**src/rtl/lock_pkg.sv**
```systemverilog
package lock_pkg;

  typedef enum logic [2:0] {
    ST_START = 3'd0,
    ST_GOT1  = 3'd1,
    ST_GOT2  = 3'd2,
    ST_OPEN  = 3'd3,
    ST_ERROR = 3'd4
  } lockState_t;

  localparam int unsigned CODE_LEN = 3;

  // Strobes from control to datapath
  typedef struct packed {
    logic [1:0] stepSel;   // which code word to compare against
    logic       setOpen;   // unlock on this edge
    logic       clearOpen; // lock on this edge
  } ctlStrobe_t;

endpackage

```
**src/rtl/lock_strobe_sync.sv**
```systemverilog
module lock_strobe_sync #(
  parameter int unsigned SYNC_STAGES = 2
) (
  input  logic clk,
  input  logic rst,
  input  logic newIn,
  output logic pressPulse
);

  localparam int unsigned LAST = SYNC_STAGES - 1;

  logic [SYNC_STAGES-1:0] syncChain;
  logic                   prevLevel;

  generate
    for (genvar g = 0; g < SYNC_STAGES; g++) begin : g_stage
      if (g == 0) begin : g_first
        always_ff @(posedge clk) begin
          if (rst) syncChain[g] <= 1'b0;
          else     syncChain[g] <= newIn;
        end
      end else begin : g_rest
        always_ff @(posedge clk) begin
          if (rst) syncChain[g] <= 1'b0;
          else     syncChain[g] <= syncChain[g-1];
        end
      end
    end
  endgenerate

  always_ff @(posedge clk) begin
    if (rst) prevLevel <= 1'b0;
    else     prevLevel <= syncChain[LAST];
  end

  assign pressPulse = syncChain[LAST] & ~prevLevel;

  // a held press yields a single-cycle entry pulse
  a_r5_single_pulse: assert property (@(posedge clk) disable iff (rst)
    pressPulse |=> !pressPulse);

endmodule

```
**src/rtl/lock_datapath.sv**
```systemverilog
module lock_datapath
  import lock_pkg::*;
#(
  parameter int unsigned VAL_W       = 4,
  parameter int unsigned SYNC_STAGES = 2,
  parameter int unsigned CODE0       = 3,
  parameter int unsigned CODE1       = 9,
  parameter int unsigned CODE2       = 5
) (
  input  logic             clk,
  input  logic             rst,
  input  logic [VAL_W-1:0] valueIn,
  input  ctlStrobe_t       ctl,
  output logic             valueMatch,
  output logic             doorReg
);

  localparam int unsigned LAST = SYNC_STAGES - 1;

  logic [VAL_W-1:0] valueChain [SYNC_STAGES];
  logic [VAL_W-1:0] codeTab    [CODE_LEN];

  // Value synchroniser, same depth as the strobe chain so they align
  generate
    for (genvar g = 0; g < SYNC_STAGES; g++) begin : g_vstage
      if (g == 0) begin : g_first
        always_ff @(posedge clk) begin
          if (rst) valueChain[g] <= '0;
          else     valueChain[g] <= valueIn;
        end
      end else begin : g_rest
        always_ff @(posedge clk) begin
          if (rst) valueChain[g] <= '0;
          else     valueChain[g] <= valueChain[g-1];
        end
      end
    end
  endgenerate

  assign codeTab[0] = VAL_W'(CODE0);
  assign codeTab[1] = VAL_W'(CODE1);
  assign codeTab[2] = VAL_W'(CODE2);

  always_comb begin
    valueMatch = 1'b0;
    for (int i = 0; i < CODE_LEN; i++) begin
      if (ctl.stepSel == 2'(i)) valueMatch = (valueChain[LAST] == codeTab[i]);
    end
  end

  always_ff @(posedge clk) begin
    if (ctl.clearOpen)    doorReg <= 1'b0;
    else if (ctl.setOpen) doorReg <= 1'b1;
  end

  // reset always leaves the door locked
  a_r1_door_cleared: assert property (@(posedge clk)
    ctl.clearOpen |=> !doorReg);

endmodule

```
**src/rtl/lock_control.sv**
```systemverilog
module lock_control
  import lock_pkg::*;
(
  input  logic       clk,
  input  logic       rst,
  input  logic       pressPulse,
  input  logic       valueMatch,
  output ctlStrobe_t ctl,
  output lockState_t stateOut
);

  lockState_t state, stateNext;

  always_comb begin
    stateNext = state;
    if (pressPulse) begin
      unique case (state)
        ST_START: stateNext = valueMatch ? ST_GOT1 : ST_ERROR;
        ST_GOT1:  stateNext = valueMatch ? ST_GOT2 : ST_ERROR;
        ST_GOT2:  stateNext = valueMatch ? ST_OPEN : ST_ERROR;
        default:  stateNext = state; // OPEN and ERROR ignore presses
      endcase
    end
  end

  always_ff @(posedge clk) begin
    if (rst) state <= ST_START;
    else     state <= stateNext;
  end

  always_comb begin
    unique case (state)
      ST_GOT1: ctl.stepSel = 2'd1;
      ST_GOT2: ctl.stepSel = 2'd2;
      default: ctl.stepSel = 2'd0;
    endcase
    ctl.clearOpen = rst;
    ctl.setOpen   = !rst && (state == ST_GOT2) && (stateNext == ST_OPEN);
  end

  assign stateOut = state;

  // reset returns to the start step
  a_r1_reset_start: assert property (@(posedge clk)
    rst |=> (state == ST_START));

  // open is left only through reset
  a_r6_open_sticky: assert property (@(posedge clk) disable iff (rst)
    (state == ST_OPEN) |=> (state == ST_OPEN));

  // error is left only through reset
  a_r7_error_sticky: assert property (@(posedge clk) disable iff (rst)
    (state == ST_ERROR) |=> (state == ST_ERROR));

  // a mismatching press during entry leads to error
  a_r4_wrong_to_error: assert property (@(posedge clk) disable iff (rst)
    (pressPulse && !valueMatch &&
     (state == ST_START || state == ST_GOT1 || state == ST_GOT2))
    |=> (state == ST_ERROR));

  // open is reached only from the second-correct step
  a_r2_open_from_got2: assert property (@(posedge clk) disable iff (rst)
    ((state != ST_OPEN) ##1 (state == ST_OPEN)) |-> ($past(state) == ST_GOT2));

endmodule

```
**src/rtl/combo_lock.sv**
```systemverilog
module combo_lock
  import lock_pkg::*;
#(
  parameter int unsigned VAL_W       = 4,
  parameter int unsigned SYNC_STAGES = 2,
  parameter int unsigned CODE0       = 3,
  parameter int unsigned CODE1       = 9,
  parameter int unsigned CODE2       = 5
) (
  input  logic             clk,
  input  logic             rst,
  input  logic [VAL_W-1:0] valueIn,
  input  logic             newIn,
  output logic             doorOpen
);

  logic       pressPulse;
  logic       valueMatch;
  ctlStrobe_t ctl;
  lockState_t ctlState;

  lock_strobe_sync #(.SYNC_STAGES(SYNC_STAGES)) u_sync (
    .clk        (clk),
    .rst        (rst),
    .newIn      (newIn),
    .pressPulse (pressPulse)
  );

  lock_control u_ctl (
    .clk        (clk),
    .rst        (rst),
    .pressPulse (pressPulse),
    .valueMatch (valueMatch),
    .ctl        (ctl),
    .stateOut   (ctlState)
  );

  lock_datapath #(
    .VAL_W       (VAL_W),
    .SYNC_STAGES (SYNC_STAGES),
    .CODE0       (CODE0),
    .CODE1       (CODE1),
    .CODE2       (CODE2)
  ) u_dp (
    .clk        (clk),
    .rst        (rst),
    .valueIn    (valueIn),
    .ctl        (ctl),
    .valueMatch (valueMatch),
    .doorReg    (doorOpen)
  );

  // door register and open step agree every cycle
  a_r3_door_tracks_open: assert property (@(posedge clk) disable iff (rst)
    doorOpen == (ctlState == ST_OPEN));

endmodule

```
**config.mk**
```make
export PLATFORM = sky130hd
export DESIGN_NAME = combo_lock
export DESIGN_NICKNAME = d
export VERILOG_FILES = /design/src/rtl/lock_pkg.sv /design/src/rtl/lock_strobe_sync.sv /design/src/rtl/lock_datapath.sv /design/src/rtl/lock_control.sv /design/src/rtl/combo_lock.sv
export SDC_FILE = /design/constraint.sdc
export NUM_CORES = 1
export LEC_CHECK = 0
export ABC_AREA = 0
export BUFFER_PORTS_ARGS = -buffer_cell sky130_fd_sc_hd__buf_2
export CAP_MARGIN = 40
export CORE_AREA = 4 4 41 43
export DETAILED_ROUTE_END_ITERATION = 16
export DIE_AREA = 0 0 45 47
export HOLD_SLACK_MARGIN = 0.15
export SLEW_MARGIN = 5
export SYNTH_ARGS = -nofsm -noshare
export SYNTH_HDL_FRONTEND = slang
export SYNTH_HIERARCHICAL = 1
export SYNTH_SLANG_ARGS = --single-unit
```
**constraint.sdc**
```tcl
create_clock -name clk -period 5.5 [get_ports clk]
set_input_delay 0.275 -clock clk [delete_from_list [all_inputs] [get_ports clk]]
set_output_delay 0.275 -clock clk [all_outputs]
set_load 0.005 [all_outputs]
```
==> out/results.tsv <==
metric	value	unit
antenna cell count	0	
worst vdd ir	0.155	mV
via count	353	
die area	2120	um^2
main combinational cell family by area after synthesis	simple AND/OR/NAND/NOR gates	
GR Util All Layers	0.0804	
CP arrival	2070	ps
fin. max-slew vios	0	
vias per cell	4.64	
RSZ-0062 raised after global routing	no	
final count of negative-setup-slack endpoints	0	
DP Worst Slack	3660	ps
antenna viol nets, final	0	
cell area after layout	621	um^2
routability cong.	0.618	
Seq cells post-synth	15	
Max-Cap Viols	0	
Starting Density	0.421	
Cell Area, Placed	594	um^2
Synth Net Count	58	
slew margin rel.	0.788	
status	finished, final reports clean	
share of layout cells above drive strength 1	0.230	
Hold Crit Class	in2reg	
largest net degree at the start of global routing	17	
CP Launch Type	register	
CP endpoint kind	register	
post-synth top area cell	dfxtp_1	
Simple-Gate Fraction of Synth Area	0.333	
post-synthesis cell count	51	
power per cell area	292	nW/um^2
first-pass GRT wire length	1.17	mm
clk_lat worst skew	270	ps
Synth cell types	21	
Adder-Cell Fraction of Synth Area	0	
Leakage Power	0.236	nW
Multi-input gate area	229	um^2
mux cell area share after synthesis	0	
IO Count	8	
clk sinks	15	
Synth Area in Compound Gates	0.0845	
register area share after synthesis	0.548	
final hold vios	0	
Synth area leaders	dfxtp_1, nor2b_1, nor4b_4	
vias in the first global route	292	
Sum Neg Setup Slack	0	ps
Post-Syn Area	548	um^2
Final nets	69	
number of setup buffers added after CTS	0	
core area	1300	um^2
initial drt markers	0	
Fmax	540	MHz
Avg WL per Cell	8.78	um
PostCTS Resize Cnt	0	
CP bufs+invs	1	
Worst Path Required	5720	ps
Overall Power	0.000181	W
Final period util	0.337	
skew final	6.67	ps
CTS buffer count	3	
CP peak stage delay	440	ps
cell family with most CP delay	simple AND/OR/NAND/NOR gates	
H-tree levels	1	
DP Wirelength	481	um
Synth top area share	0.548	
synthesized area per cell	10.7	um^2
1st-pass router iterations	1	
critical path, cell by cell	nor3b_2 -> or3b_1 -> a211oi_2 -> o21a_1 -> inv_1 -> nor4b_4 -> nor2_1 -> nor2_1	
Post-CTS Hold Fix Bufs	0	
crit-path max FO	6	
Yosys warning count	6	
row count	13	
most used cell, CP	nor2_1	
CTS tree	yes	
critical path's slowest cell	dfxtp_1	
critical path type	reg2reg	
setup ws final	3650	ps
port buffer count	7	
initial antenna violation count	0	
drt drc	0	
gr ovfl total	0	
Fillers	133	
die height	47	um
root buffer cell	clkbuf_4	
sequential cell area	300	um^2
clk buf depth	2	
chip width	45	um
Worst Max-Slew Pin Slew	317	ps
Layout area overhead	13.2	%
crit path time final	1850	ps
final WL	667	um
xor/xnor share of the synthesized area	0	
Clk pin slew, worst setup/hold paths	80	ps
per-stage QoR:
| step | util | cells | hold slack, ps |
|---|---|---|---|
| after global placement | 0.457 | 72 | 418 |
| after floorplan | - | 51 | 344 |
| after detailed placement | 0.457 | 72 | 420 |
| after global routing | 0.477 | 76 | 204 |
| final | 0.477 | 76 | 203 |
| after CTS | 0.477 | 76 | 196 |
synthesized netlist by cell type:
master    number
a211oi_2       1
o41ai_1        1
nand3b_1       1
nor4_1         1
dfxtp_1       15
o21a_1         1
nand2_1        2
buf_4          1
nor2_1         3
a21oi_1        1
nand4_1        1
nor4b_1        1
nor3_1         1
nor2b_1       11
nor2b_2        1
inv_1          3
nor3b_2        1
a31oi_1        2
nor3b_1        1
nor4b_4        1
or3b_1         1
registers in the layout (all words and copies together) (netlist names):
register,flops
u_ctl/stateOut,3
u_dp/doorReg,1
u_dp/valueChain,8
u_sync/prevLevel,1
u_sync/syncChain,2
power by group:
| part | internal (W) | switching, W | leakage, nW |
|---|---|---|---|
| clock | 0.0000281 | 0.0000304 | 0.0150 |
| combinational | 0.00000452 | 0.00000407 | 0.0982 |
| sequential | 0.000113 | 0.00000176 | 0.123 |
| total | 0.000145 | 0.0000362 | 0.236 |
worst paths after layout:
kind	startpoint	to	slack (ps)	depth (start not counted)
worst max-delay path	u_ctl/stateOut[2]$_SDFF_PP0_	u_dp/doorReg$_SDFFE_PP0P_	3650	8
worst min register to register	u_dp/valueChain[0][1]$_SDFF_PP0_	u_dp/valueChain[1][1]$_SDFF_PP0_	440	1
worst max register to register	u_ctl/stateOut[2]$_SDFF_PP0_	u_dp/doorReg$_SDFFE_PP0P_	3650	8
worst min-delay path	valueIn[0]	u_dp/valueChain[0][0]$_SDFF_PP0_	200	2
layout make-up:
cell class / instances / share of cell area
inverter: 3 / 0.0181
sequential: 15 / 0.484
clock buffer: 4 / 0.0423
timing repair buffer: 7 / 0.0565
tap: 15 / 0.0302
multi-input combinational: 32 / 0.369
logic make-up after synthesis:
family	after synthesis
AO/OA/AOI/OAI	6
buffers and inverters	4
flip-flops	15
AND/OR/NAND/NOR	26
placed cells by master (no fill, tap or decap), drive strengths merged:
cell type	synthesis	layout
buf	1	7
or3b	1	1
nand3b	1	1
nand2	2	2
nor2b	12	12
nor3b	2	2
a31oi	2	2
nor4	1	1
nor3	1	1
clkbuf	0	4
a211oi	1	1
nor2	3	3
o41ai	1	1
nor4b	2	2
dfxtp	15	15
o21a	1	1
nand4	1	1
a21oi	1	1
inv	3	3
layer usage:
layer / vias to the layer above / GRT usage / wire length, um / share of wire
li1: 194 / - / - / -
met1: 154 / 0.0928 / 329 / 0.49
met2: 5 / 0.113 / 307 / 0.46
met3: 0 / 0.0345 / 30 / 0.045
met4: 0 / 0.0702 / 0 / 0
met5: - / 0 / 0 / 0
No activity file was read; power rests on OpenSTA's default activity.
